==> src/rtl/tws_pkg.sv <==
package tws_pkg;
  typedef enum logic [1:0] {
    WM_IDLE  = 2'b00,
    WM_THREE = 2'b01,
    WM_TWO   = 2'b10,
    WM_RSVD  = 2'b11
  } wire_mode_e;

  typedef enum logic [1:0] {
    CS_NONE  = 2'b00,
    CS_TIMER = 2'b01,
    CS_XPOS  = 2'b10,
    CS_XNEG  = 2'b11
  } clk_src_e;

  typedef struct packed {
    wire_mode_e mode;
    clk_src_e   src;
  } ctl_word_t;
endpackage

==> src/rtl/tws_ctl.sv <==
module tws_ctl
  import tws_pkg::*;
(
  input  logic       clk,
  input  logic       rst_n,
  input  logic       we,
  input  logic [3:0] wdata,
  output logic       clk_en
);
  ctl_word_t ctl_r;

  always_ff @(posedge clk or negedge rst_n) begin
    if (!rst_n) ctl_r <= '0;
    else if (we) ctl_r <= ctl_word_t'(wdata);
  end

  assign clk_en = (ctl_r.mode == WM_TWO) && (ctl_r.src == CS_TIMER);
endmodule

==> src/rtl/tws_edgecnt.sv <==
module tws_edgecnt #(
  parameter int CW = 4
) (
  input  logic          clk,
  input  logic          rst_n,
  input  logic          edge_ev,
  input  logic          ld,
  input  logic [CW-1:0] ld_val,
  input  logic          clr,
  output logic [CW-1:0] cnt,
  output logic          ovf,
  output logic          wrap_ev
);
  localparam logic [CW-1:0] CMAX = {CW{1'b1}};

  function automatic logic [CW-1:0] step_cnt(input logic [CW-1:0] c);
    return c + 1'b1;
  endfunction

  assign wrap_ev = edge_ev && (cnt == CMAX);

  always_ff @(posedge clk or negedge rst_n) begin
    if (!rst_n) begin
      cnt <= '0;
      ovf <= 1'b0;
    end else begin
      if (ld) cnt <= ld_val;
      else if (edge_ev) cnt <= step_cnt(cnt);
      if (wrap_ev) ovf <= 1'b1;
      else if (clr) ovf <= 1'b0;
    end
  end

  AST_CNT_STEP: assert property (@(posedge clk) disable iff (!rst_n)
    edge_ev && !ld |=> cnt == $past(cnt) + 1'b1);
  AST_WRAP_SETS: assert property (@(posedge clk) disable iff (!rst_n)
    wrap_ev |=> ovf && (cnt == '0 || $past(ld)));
  AST_CLR_DROPS: assert property (@(posedge clk) disable iff (!rst_n)
    clr && !wrap_ev |=> !ovf);
endmodule

==> src/rtl/tws_shreg.sv <==
module tws_shreg #(
  parameter int DW = 8
) (
  input  logic          clk,
  input  logic          rst_n,
  input  logic          fall_ev,
  input  logic          rise_ev,
  input  logic          ld,
  input  logic [DW-1:0] ld_val,
  input  logic          sda_in,
  input  logic          wrap_ev,
  output logic [DW-1:0] dat,
  output logic [DW-1:0] buff,
  output logic          sda_bit
);
  function automatic logic [DW-1:0] shift_in(input logic [DW-1:0] d, input logic b);
    return {d[DW-2:0], b};
  endfunction

  logic [DW-1:0] dat_nxt;
  assign dat_nxt = rise_ev ? shift_in(dat, sda_in) : dat;

  always_ff @(posedge clk or negedge rst_n) begin
    if (!rst_n) begin
      dat     <= '0;
      buff    <= '0;
      sda_bit <= 1'b1;
    end else begin
      dat <= ld ? ld_val : dat_nxt;
      if (wrap_ev) buff <= dat_nxt;
      if (fall_ev) sda_bit <= dat[DW-1];
    end
  end

  AST_BUF_CAPTURE: assert property (@(posedge clk) disable iff (!rst_n)
    wrap_ev && !ld |=> buff == dat);
  AST_MSB_OUT: assert property (@(posedge clk) disable iff (!rst_n)
    fall_ev |=> sda_bit == $past(dat[DW-1]));
endmodule

==> src/rtl/tws_shifter.sv <==
module tws_shifter #(
  parameter int DW = 8,
  parameter int CW = 4
) (
  input  logic          clk,
  input  logic          rst_n,
  input  logic          ctl_we,
  input  logic [3:0]    ctl_wdata,
  input  logic          dat_we,
  input  logic [DW-1:0] dat_wdata,
  input  logic          cnt_we,
  input  logic [CW-1:0] cnt_wdata,
  input  logic          ovf_clr,
  input  logic          tick,
  input  logic          sda_in,
  input  logic          man_sda_low,
  input  logic          man_scl_low,
  output logic          sda_oe,
  output logic          scl_oe,
  output logic [DW-1:0] dat_q,
  output logic [DW-1:0] buf_q,
  output logic [CW-1:0] cnt_q,
  output logic          ovf_q
);
  logic clk_en, active, edge_ev, fall_ev, rise_ev, wrap_ev;
  logic scl_lvl, sda_bit;

  tws_ctl u_ctl (
    .clk(clk), .rst_n(rst_n), .we(ctl_we), .wdata(ctl_wdata), .clk_en(clk_en)
  );

  assign active  = clk_en && !ovf_q;
  assign edge_ev = active && tick;
  assign fall_ev = edge_ev && scl_lvl;
  assign rise_ev = edge_ev && !scl_lvl;

  always_ff @(posedge clk or negedge rst_n) begin
    if (!rst_n) scl_lvl <= 1'b1;
    else if (edge_ev) scl_lvl <= !scl_lvl;
  end

  tws_edgecnt #(.CW(CW)) u_cnt (
    .clk(clk), .rst_n(rst_n), .edge_ev(edge_ev), .ld(cnt_we), .ld_val(cnt_wdata),
    .clr(ovf_clr), .cnt(cnt_q), .ovf(ovf_q), .wrap_ev(wrap_ev)
  );

  tws_shreg #(.DW(DW)) u_sh (
    .clk(clk), .rst_n(rst_n), .fall_ev(fall_ev), .rise_ev(rise_ev), .ld(dat_we),
    .ld_val(dat_wdata), .sda_in(sda_in), .wrap_ev(wrap_ev), .dat(dat_q),
    .buff(buf_q), .sda_bit(sda_bit)
  );

  assign sda_oe = !sda_bit || man_sda_low;
  assign scl_oe = !scl_lvl || ovf_q || man_scl_low;

  AST_SDA_STEADY: assert property (@(posedge clk) disable iff (!rst_n)
    scl_lvl && $past(scl_lvl) |-> $stable(sda_bit));
  AST_STRETCH_FREEZE: assert property (@(posedge clk) disable iff (!rst_n)
    ovf_q && !cnt_we && !dat_we |=> $stable(cnt_q) && $stable(dat_q) && $stable(scl_lvl));
  AST_GATED: assert property (@(posedge clk) disable iff (!rst_n)
    !clk_en && !cnt_we && !dat_we |=> $stable(scl_lvl) && $stable(cnt_q) && $stable(dat_q));
endmodule

==> config.mk <==
export PLATFORM = sky130hd
export DESIGN_NAME = tws_shifter
export DESIGN_NICKNAME = d
export VERILOG_FILES = /design/src/rtl/tws_pkg.sv /design/src/rtl/tws_ctl.sv /design/src/rtl/tws_edgecnt.sv /design/src/rtl/tws_shreg.sv /design/src/rtl/tws_shifter.sv
export SDC_FILE = /design/constraint.sdc
export NUM_CORES = 1
export LEC_CHECK = 0
export BUFFER_PORTS_ARGS = -buffer_cell sky130_fd_sc_hd__buf_2
export CAP_MARGIN = 10
export CORE_UTILIZATION = 49
export DETAILED_ROUTE_END_ITERATION = 6
export PLACE_DENSITY = 0.89
export SETUP_SLACK_MARGIN = 0.05
export SYNTH_ARGS = -nofsm -noshare
export SYNTH_HDL_FRONTEND = slang
export SYNTH_SLANG_ARGS = --single-unit
==> constraint.sdc <==
create_clock -name clk -period 1.8 [get_ports clk]
set_clock_uncertainty 0.1 [all_clocks]
set_input_delay 0 -clock clk [delete_from_list [all_inputs] [get_ports clk]]
set_output_delay 0 -clock clk [all_outputs]
set_load 0.01 [all_outputs]
# After elaboration in Yosys (flattened, before gate mapping)
# Cells that the tools add are included.
# op_classes
add_sub_neg	1
mul	0
div	0
magnitude_cmp	0
eq_ne	3
shift	0
mux	6
bitwise	0
reduce_logical	14
# ops
cell	n
2-to-1 mux 8 bit	2
2-to-1 mux 4 bit	2
logical AND 1 bit	6
adder 4 x 1 -> 4 bit, second input constant	1
== test 4 bit, second input constant	1
nonzero test 2 bit	2
logical NOT 1 bit	3
logical OR 1 bit	3
== test 2 x 1 -> 1 bit, second input constant	1
== test 2 bit, second input constant	1
2-to-1 mux 1 bit	2
# word_totals
regBits	27
latch_bits	0
ramBits	0
romBits	0
input_bits	26
wordCells	32
mem_count	0

# Longest topological paths before layout
# Gate-level depths: netlist of the first run.
# logic_depth
ltp_word	7
mapped_depth	5

# Modules after synthesis
# A second synthesis of the first run with hierarchy kept.
# unflattened
hier_cells	88
hier_area_um2	1253.7
# by_module_without_submodules
module	instances	cells_per_inst	area_per_inst_um2	seq_area_each_um2
tws_shreg	1	47	780.7	426.7
tws_edgecnt	1	23	245.2	125.1
tws_ctl	1	9	157.7	100.1
tws_shifter	1	9	70.1	26.3

# Least setup slack after synthesis of the first run
# Ideal clock, no wire load.
# synth_timing
path_type	register -> register
start	register u_cnt.ovf
end	register u_sh.buff[0]
setup_time_ns	0.125
arrival_time_ns	1.434
required_ns	1.575
setup_slack_ns	0.141
path_stages_with_launch	5
synth_period_minus_slack_ns	1.659
path_cell_list	dfrtp_1 > nand4bb_1 > buf_2 > nor3_4 > mux2_2
# synth_via
elab_chain_len	5
# synth_rtl
element	line_no	source
start: declaration	tws_edgecnt.sv:11	output logic ovf,
start signal: assignment	tws_edgecnt.sv:25	ovf <= 1'b0;
start signal: assignment	tws_edgecnt.sv:29	if (wrap_ev) ovf <= 1'b1;
start signal: assignment	tws_edgecnt.sv:30	else if (clr) ovf <= 1'b0;
logical NOT 1 bit (*)	tws_shifter.sv:32	assign active = clk_en && !ovf_q;
logical AND 1 bit (*)	tws_shifter.sv:32	
logical AND 1 bit (*)	tws_shifter.sv:33	assign edge_ev = active && tick;
logical AND 1 bit	tws_shifter.sv:35	assign rise_ev = edge_ev && !scl_lvl;
2-to-1 mux 8 bit	tws_shreg.sv:21	assign dat_nxt = rise_ev ? shift_in(dat, sda_in) : dat;
end signal: assignment	tws_shreg.sv:30	if (wrap_ev) buff <= dat_nxt;
end: declaration	tws_shreg.sv:13	output logic [DW-1:0] buff,
# Mark *: on every way between the ends. The rest lies on a longest branch, timed or not.
# A chain may end at the register's enable or synchronous reset.

# Final worst setup path of the first run
# layout_timing
start	register scl_lvl
end	register u_sh.buff[5]
# layout_via
elab_chain_len	3
# layout_rtl
element	line_no	source
start: declaration	tws_shifter.sv:26	logic scl_lvl, sda_bit;
start signal: assignment	tws_shifter.sv:39	else if (edge_ev) scl_lvl <= !scl_lvl;
logical NOT 1 bit	tws_shifter.sv:35	
logical AND 1 bit	tws_shifter.sv:35	
2-to-1 mux 8 bit	tws_shreg.sv:21	
# No other way between the ends.

==> metrics.cfg, run 1 <==
[floorplan]
coreArea_um2=2570
die_w_um=55.2
rows=18
die_h_um=55.2
floorplan.io_pins=49
dieArea_um2=3050
initial_core_util=0.540

[route]
wl_per_cell_um=15.7
drt_wl_total_um=3730
first_pass_iters=4
vias_per_cell=5.72
route.detailed.drc=0
first_iter_violations=42
ant_nets=0
num_vias=1362

[placed_design]
gp_congestion=0.788
dp_slack_ns=-0.0255
place_hpwl_um=2380
portBuffers=48
dpl_cell_area_um2=1670

[logic_synthesis]
yosysTopAreaCellShare=0.451
synth.area.top_cells=dfrtp_1 45%, mux2_2 13%, nor2b_1 5.4%
synth_area_per_cell_um2=10.9
synth-seq-cells=27
synth_edf_count=0
postSynthCellCount=127
ys.flop_type=dfrtp_1
netlist_area_um2=1390
yosysTopAreaCell=dfrtp_1
syn_nets=154
ys_seq_area_frac=0.489
async_flop_share=1.00
synth_cell_types=28
yosysWarnings=0

[worst_setup_path]
crit_arrival_ns=1.83
start_kind=flop
crit_slowest_cell=dfstp_2
required_ns=1.93
critPathMaxFanout=12
crit_path_end_kind=flop
path_class=reg2reg
critPathMaxStageDelay_ns=0.68
path_cells=buf_4 > and2b_1 > a21o_1 > mux2_2
r2r_cells=4

[global_routing]
grt_pass1_vias=1376
grt_first_pass_wirelength_um=6140
grt_antenna_before_repair=0
gr-total-overflow=0
grt_max_degree=28
grtUsageTotal=0.255

[layout]
final_util=0.789
fin_area_um2=2030
area_delta_synth_final_pct=46.1
antenna_cells=0
layout-drive-gt1-share=0.413
fin_nets=236
layout_commonest_cell=buf_2
final_cell_mix=48 x buf_2, 27 x dlygate4sd3_1, 24 x dfrtp_1

[job]
cap_violations=0

[cts]
cts-htree-levels=1
cts_tree=built
path_clk_slew_ns=0.14
cts_num_sinks=27
cts_inserted_buffers=3
root_buffer=clkbuf_4
clock_latency_ns=0.33
clockBufferDepth=2

[sta]
setup_ws_ns=0.0975
min_period_ns=1.70
setup_viol=0
tightest_slew_ns=0.602
hold_violations=0
fin_hold_ws_ns=0.0694
slew_viol_final=0
max_freq_mhz=587
period_share=0.946
slew_headroom=0.598
rsz0062_at_grt=yes

[run_status]
status=completed

[pwr]
peakVddDrop_uv=586
power_switching_uw=492
p_comb_frac=0.330
p_seq_frac=0.503
p_leak_uw=0.000973
power_uw=1560
power_frac_clock=0.167
switching_share=0.315
power.density_nw_per_um2=770
p_int_uw=1070

[min_path]
hold_depth=3
hp-class=in2reg

==> critical path: cells and delay by family, from the launching register on <==
family	cells	cell delay (ns)
AOI/OAI and AO/OA	1	0.16
buffers and inverters	1	0.19
DFF	1	0.68
muxes	1	0.26
and+or+nand+nor	1	0.21
==> cell usage after synthesis, drive strengths merged (3+ instances only) <==
library cell  number
and2b              3
a21oi              5
inv                3
mux2              16
o21ai              7
nor2b             12
a21o               5
a31oi              8
a221o              4
nand3              4
nor2               4
buf                3
nor4b              3
dfrtp             25
clkbuf             6
nand2              3
==> power groups by stage <==
stage	sequential, uW	clock [uW]	combinational (uW)
final	785	261	514
after global routing	798	285	559
after CTS	781	265	487
after detailed placement	792	0	435
after global placement	784	0	416
after floorplan	788	0	264
==> path summary, 6_finish.rpt <==
| check | start | endpoint | slack [ns] |
|---|---|---|---|
| min reg2reg | u_sh.buff[3]$_DFFE_PN0P_ | u_sh.buff[3]$_DFFE_PN0P_ | 0.42 |
| max in group asynchronous | rst_n | u_cnt.cnt[0]$_DFFE_PN0P_ | 1.08 |
| min in group asynchronous | rst_n | u_cnt.cnt[1]$_DFFE_PN0P_ | 0.10 |
| max reg2reg | scl_lvl$_DFFE_PN1P_ | u_sh.buff[5]$_DFFE_PN0P_ | 0.1 |
| min | dat_we | u_sh.dat[3]$_DFF_PN0_ | 0.07 |
| max | scl_lvl$_DFFE_PN1P_ | u_sh.buff[5]$_DFFE_PN0P_ | 0.1 |
==> area by class of cell <==
cell class | instances | area [um^2]
fillers | 170 | 541
clock buffers | 4 | 26.3
repair buffers | 86 | 593
well taps | 30 | 37.5
flip-flops and latches | 27 | 679
multi-input cells | 88 | 679
inverters | 3 | 11.3
==> flip-flops by register name, summed over array words and instances (netlist names) <==
register / cells
u_sh.dat: 8
u_cnt.cnt: 4
u_cnt.ovf: 1
u_ctl.ctl_r: 4
u_sh.buff: 8
u_sh.sda_bit: 1
scl_lvl: 1
==> routing by layer <==
layer  global-route usage  vias to the layer above  wire length, um
met5                    0                        -                0
li1                     -                      623                -
met2                0.463                       54             1960
met4                0.107                        0               64
met3               0.0375                        9              181
met1                0.299                      676             1520
==> logic make-up (layout without fill, tap and decap cells) <==
kind of cell / count (synthesis) / after routing / share of synthesized area
adders and majority gates: 1 / 1 / 0.00902
DFF: 27 / 27 / 0.489
muxes: 16 / 16 / 0.130
AOI/OAI and AO/OA: 32 / 32 / 0.151
and+or+nand+nor: 39 / 39 / 0.187
buffers and inverters: 12 / 93 / 0.0352
==> stage by stage <==
step	TNS, ns	std cells
after floorplan	0	127
after detailed placement	-0.131	202
after CTS	0	235
after global routing	0	238
final	0	238
after global placement	0	202
==> timing repair <==
item / in CTS / in global routing
pin swaps: 1 / 0
hold buffers: 27 / 0
gates resized for setup: 0 / 4
endpoints found under the hold margin: 45 / 0
buffers inserted: 2 / 3
setup endpoints to repair: 8 / 12
Note: power is estimated with default switching activity, not from simulation.
==> run 2, diff against run 1 <==
--- a/config.mk
+++ b/config.mk
@@ -5,11 +5,12 @@
 export SDC_FILE = /design/constraint.sdc
 export NUM_CORES = 1
 export LEC_CHECK = 0
+export ABC_CLOCK_PERIOD_IN_PS = 1800
 export BUFFER_PORTS_ARGS = -buffer_cell sky130_fd_sc_hd__buf_2
 export CAP_MARGIN = 10
-export CORE_UTILIZATION = 49
+export CORE_UTILIZATION = 40
 export DETAILED_ROUTE_END_ITERATION = 6
-export PLACE_DENSITY = 0.89
+export PLACE_DENSITY = 0.76
 export SETUP_SLACK_MARGIN = 0.05
 export SYNTH_ARGS = -nofsm -noshare
 export SYNTH_HDL_FRONTEND = slang
==> metrics.cfg, run 2 (synthesized netlist as in run 1, its figures left out) <==
[global_routing]
grt_max_degree=28
gr-total-overflow=0
grt_antenna_before_repair=0
grtUsageTotal=0.189
grt_first_pass_wirelength_um=5190
grt_pass1_vias=1203

[route]
ant_nets=0
drt_wl_total_um=3480
route.detailed.drc=0
first_iter_violations=53
num_vias=1299
vias_per_cell=5.20
first_pass_iters=6
wl_per_cell_um=13.9

[placed_design]
gp_congestion=0.828
portBuffers=48
dp_slack_ns=-0.0372
placed_cells=218
place_hpwl_um=2280

[sta]
slew_headroom=0.597
setup_ws_ns=0.110
period_share=0.939
max_freq_mhz=592
min_period_ns=1.69
setup_viol=0
tightest_slew_ns=0.605
rsz0062_at_grt=no
hold_violations=0
slew_viol_final=0

[min_path]
hp-class=in2reg
worstHoldStart=dat_we

[pwr]
switching_share=0.310
p_comb_frac=0.319
p_leak_uw=0.000957
power_frac_clock=0.168
power_switching_uw=475
p_seq_frac=0.513
p_int_uw=1060
peakVddDrop_uv=355
power.density_nw_per_um2=757

[cts]
path_clk_slew_ns=0.14
cts-htree-levels=1
root_buffer=clkbuf_4
clockBufferDepth=2
cts_num_sinks=27
clock_latency_ns=0.32
cts_inserted_buffers=3
cts_tree=built

[worst_setup_path]
crit_path_end_kind=flop
path_class=reg2reg
required_ns=1.92
start_kind=flop
r2r_start=u_ctl.ctl_r[1]$_DFFE_PN0P_
crit_arrival_ns=1.81
startpoint=u_ctl.ctl_r[1]$_DFFE_PN0P_
critPathMaxFanout=17

[layout]
area_delta_synth_final_pct=46.1
fin_cells=250
antenna_cells=0
fillers=273
layout-drive-gt1-share=0.397
final_cell_mix=48 x buf_2, 27 x dlygate4sd3_1, 25 x dfrtp_1
layout_commonest_cell=buf_2
fin_nets=232
largestRegisters=u_sh.buff: 8 flops, u_sh.dat: 8 flops

[floorplan]
die_w_um=60.9
rows=21
floorplan.io_pins=49
initial_core_util=0.416
dieArea_um2=3710
coreArea_um2=3340
die_h_um=60.9

[run_status]
status=completed

[job]
cap_violations=0

-- run 2: worst max-delay path: stages, from the launching register on --
cell and delay (ns):
dfrtp_1 0.43, nand4bb_1 0.20, buf_4 0.21, nor3_4 0.16, buf_12 0.15, mux2_2 0.33
-- run 2: power groups by stage --
stage | registers (uW) | logic (uW) | clock network (uW)
after global placement | 793 | 415 | 0
after floorplan | 788 | 264 | 0
after CTS | 783 | 484 | 263
after detailed placement | 795 | 430 | 0
final | 787 | 490 | 258
after global routing | 802 | 544 | 279
-- run 2: layout make-up --
type | instances | area, um^2 | share of cell area
flip-flops and latches | 27 | 678 | 0.335
multi-input cells | 88 | 678 | 0.335
inverters | 3 | 11.3 | 0.00556
well taps | 46 | 57.6 | 0.0284
repair buffers | 82 | 576 | 0.284
clock buffers | 4 | 26.3 | 0.0130
-- run 2: final timing paths --
path                                       endpoint  slack [ns]  cells after the start
max                        u_sh.buff[4]$_DFFE_PN0P_        0.11                      5
min                           u_sh.dat[7]$_DFF_PN0_        0.05                      3
max reg2reg                u_sh.buff[4]$_DFFE_PN0P_        0.11                      5
min reg2reg                u_sh.buff[3]$_DFFE_PN0P_        0.42                      1
max in group asynchronous  u_sh.buff[3]$_DFFE_PN0P_        1.10                      2
min in group asynchronous  u_cnt.cnt[3]$_DFFE_PN0P_        0.10                      2
-- run 2: layer usage --
layer | global-route usage | vias up | part of all wire
li1 | - | 622 | -
met1 | 0.244 | 619 | 0.42
met2 | 0.327 | 52 | 0.51
met3 | 0.0320 | 6 | 0.053
met4 | 0.0584 | 0 | 0.012
met5 | 0 | - | 0
-- run 2: repair_timing --
| action | CTS | global route |
|---|---|---|
| endpoints found under the hold margin | 45 | 0 |
| buffers inserted | 1 | 0 |
| hold buffers | 27 | 0 |
| gates resized for setup | 0 | 3 |
| pin swaps | 1 | 0 |
| endpoints found under the setup margin | 8 | 8 |
-- run 2: through the flow --
step | total power, uW | setup TNS [ns] | instance area (um^2) | hold slack (ns) | utilization
after floorplan | 1050 | 0 | 1390 | -0.396 | -
after global placement | 1210 | 0 | 1690 | -0.0702 | 0.507
after detailed placement | 1230 | -0.226 | 1690 | -0.0556 | 0.507
after CTS | 1530 | 0 | 2010 | 0.0398 | 0.602
after global routing | 1630 | 0 | 2030 | 0.0782 | 0.607
final | 1530 | 0 | 2030 | 0.0453 | 0.607
==> run 3, diff against run 2 <==
--- a/config.mk
+++ b/config.mk
@@ -8,9 +8,11 @@
 export ABC_CLOCK_PERIOD_IN_PS = 1800
 export BUFFER_PORTS_ARGS = -buffer_cell sky130_fd_sc_hd__buf_2
 export CAP_MARGIN = 10
-export CORE_UTILIZATION = 40
+export CELL_PAD_IN_SITES_DETAIL_PLACEMENT = 1
+export CELL_PAD_IN_SITES_GLOBAL_PLACEMENT = 1
+export CORE_UTILIZATION = 37
 export DETAILED_ROUTE_END_ITERATION = 6
-export PLACE_DENSITY = 0.76
+export PLACE_DENSITY = 0.88
 export SETUP_SLACK_MARGIN = 0.05
 export SYNTH_ARGS = -nofsm -noshare
 export SYNTH_HDL_FRONTEND = slang
==> metrics.cfg, run 3 (synthesized netlist as in run 1, its figures left out) <==
[run_status]
status=completed

[worst_setup_path]
start_kind=flop
path_class=reg2reg
crit_family=flip-flops
crit_path_frequent_cell=mux2_2
critPathMaxStageDelay_ns=0.67
critical_path_buf_inv_count=1
crit_arrival_ns=1.74
required_ns=1.86
path_cells=buf_4 > mux2_2 > mux2_2
crit_path_end_kind=flop
critPathMaxFanout=11
rrSetupSlack_ns=0.12
crit_slowest_cell=dfstp_2

[layout]
final_cell_mix=48 x buf_2, 24 x dfrtp_1, 23 x dlygate4sd3_1
antenna_cells=0
layout_commonest_cell=buf_2
fillers=403
area_delta_synth_final_pct=47.5
largestRegisters=u_sh.buff: 8 flops, u_sh.dat: 8 flops
multi_input_area_um2=698
fin_area_um2=2050
seq_area_um2=679
layout-drive-gt1-share=0.423
fin_nets=229

[floorplan]
die_w_um=63.2
initial_core_util=0.400
dieArea_um2=4000
coreArea_um2=3470
die_h_um=63.2
floorplan.io_pins=49
rows=21

[pwr]
p_leak_uw=0.000955
peakVddDrop_uv=469
power.density_nw_per_um2=808
power_uw=1650

[route]
wirelength_met1_um=1780
top_layer_used=met4
vias_per_cell=5.28
first_pass_iters=4
ant_nets=0
met2WireLength_um=2220
wl_per_cell_um=16.9
route.detailed.drc=0
num_vias=1304
first_iter_violations=61
route.met3.wl_um=159
drt_wl_total_um=4180

[cts]
cts_tree=built
cts_num_sinks=27
cts_inserted_buffers=3
clock_latency_ns=0.27
clockBufferDepth=2
path_clk_slew_ns=0.09
cts-htree-levels=1
root_buffer=clkbuf_8

[placed_design]
place_hpwl_um=2790
gp_congestion=0.865
portBuffers=48
dp_slack_ns=0.0666
dpl_cell_area_um2=1730

[global_routing]
grt_pass1_vias=1422
gr-total-overflow=0
grt_first_pass_wirelength_um=6980
grt_antenna_before_repair=0
grt_max_degree=28
grtUsageTotal=0.226

[sta]
fin_setup_tns_ns=0
slew_headroom=0.602
tightest_slew_ns=0.597
min_period_ns=1.68
setup_ws_ns=0.119
hold_violations=0
slew_viol_final=0
rsz0062_at_grt=no
setup_viol=0
max_freq_mhz=595
period_share=0.934

[job]
cap_violations=0

[min_path]
hp-class=in2reg

-- run 3: changes by cell type in the layout (fill, tap and decap cells not counted), sizes merged --
| cell | previous run | this run |
|---|---|---|
| dlygate4sd3 | 27 | 23 |
| buf | 55 | 56 |
-- run 3: report_power, final --
group / switching (uW) / total, uW / internal, uW
Combinational: 239 / 519 / 280
Clock: 186 / 344 / 158
Sequential: 90.8 / 790 / 699
-- run 3: metal layers --
layer / vias up / track usage
met5: - / 0
met4: 0 / 0.0511
met3: 2 / 0.0254
met2: 40 / 0.413
met1: 649 / 0.282
li1: 613 / -
-- run 3: final timing paths --
| path | from | to | depth (start not counted) |
|---|---|---|---|
| min in group asynchronous | rst_n | u_cnt.cnt[2]$_DFFE_PN0P_ | 2 |
| hold / removal | sda_in | u_sh.buff[0]$_DFFE_PN0P_ | 3 |
| max in group asynchronous | rst_n | u_cnt.cnt[0]$_DFFE_PN0P_ | 2 |
| setup reg to reg | scl_lvl$_DFFE_PN1P_ | u_sh.buff[4]$_DFFE_PN0P_ | 3 |
| hold reg to reg | u_sh.buff[3]$_DFFE_PN0P_ | u_sh.buff[3]$_DFFE_PN0P_ | 1 |
| setup / recovery | scl_lvl$_DFFE_PN1P_ | u_sh.buff[4]$_DFFE_PN0P_ | 3 |
-- run 3: tightest hold or removal path, stage by stage --
cell and delay, ns:
buf_2 0.09, mux2_2 0.13, mux2_2 0.13
-- run 3: cell type report --
cell class	instances	share of cell area
Multi-Input combinational cell	88	0.341
Sequential cell	27	0.332
Timing Repair Buffer	79	0.271
Tap cell	46	0.0281
Clock buffer	4	0.0220
Inverter	3	0.00550
-- run 3: what timing repair did --
| action | 4_1_cts | 5_1_grt |
|---|---|---|
| setup endpoints to repair | 4 | 13 |
| resized for setup | 1 | 6 |
| hold buffers | 23 | 0 |
| pin swaps | 0 | 0 |
| endpoints found under the hold margin | 42 | 0 |
| setup buffers | 0 | 1 |
-- run 3: stage by stage --
step,instances,util,hold slack (ns)
final,247,0.590,0.0182
after global routing,247,0.590,0.0459
after CTS,246,0.582,0.0150
after detailed placement,219,0.497,-0.0583
after global placement,219,0.497,-0.0678
after floorplan,127,-,-0.396
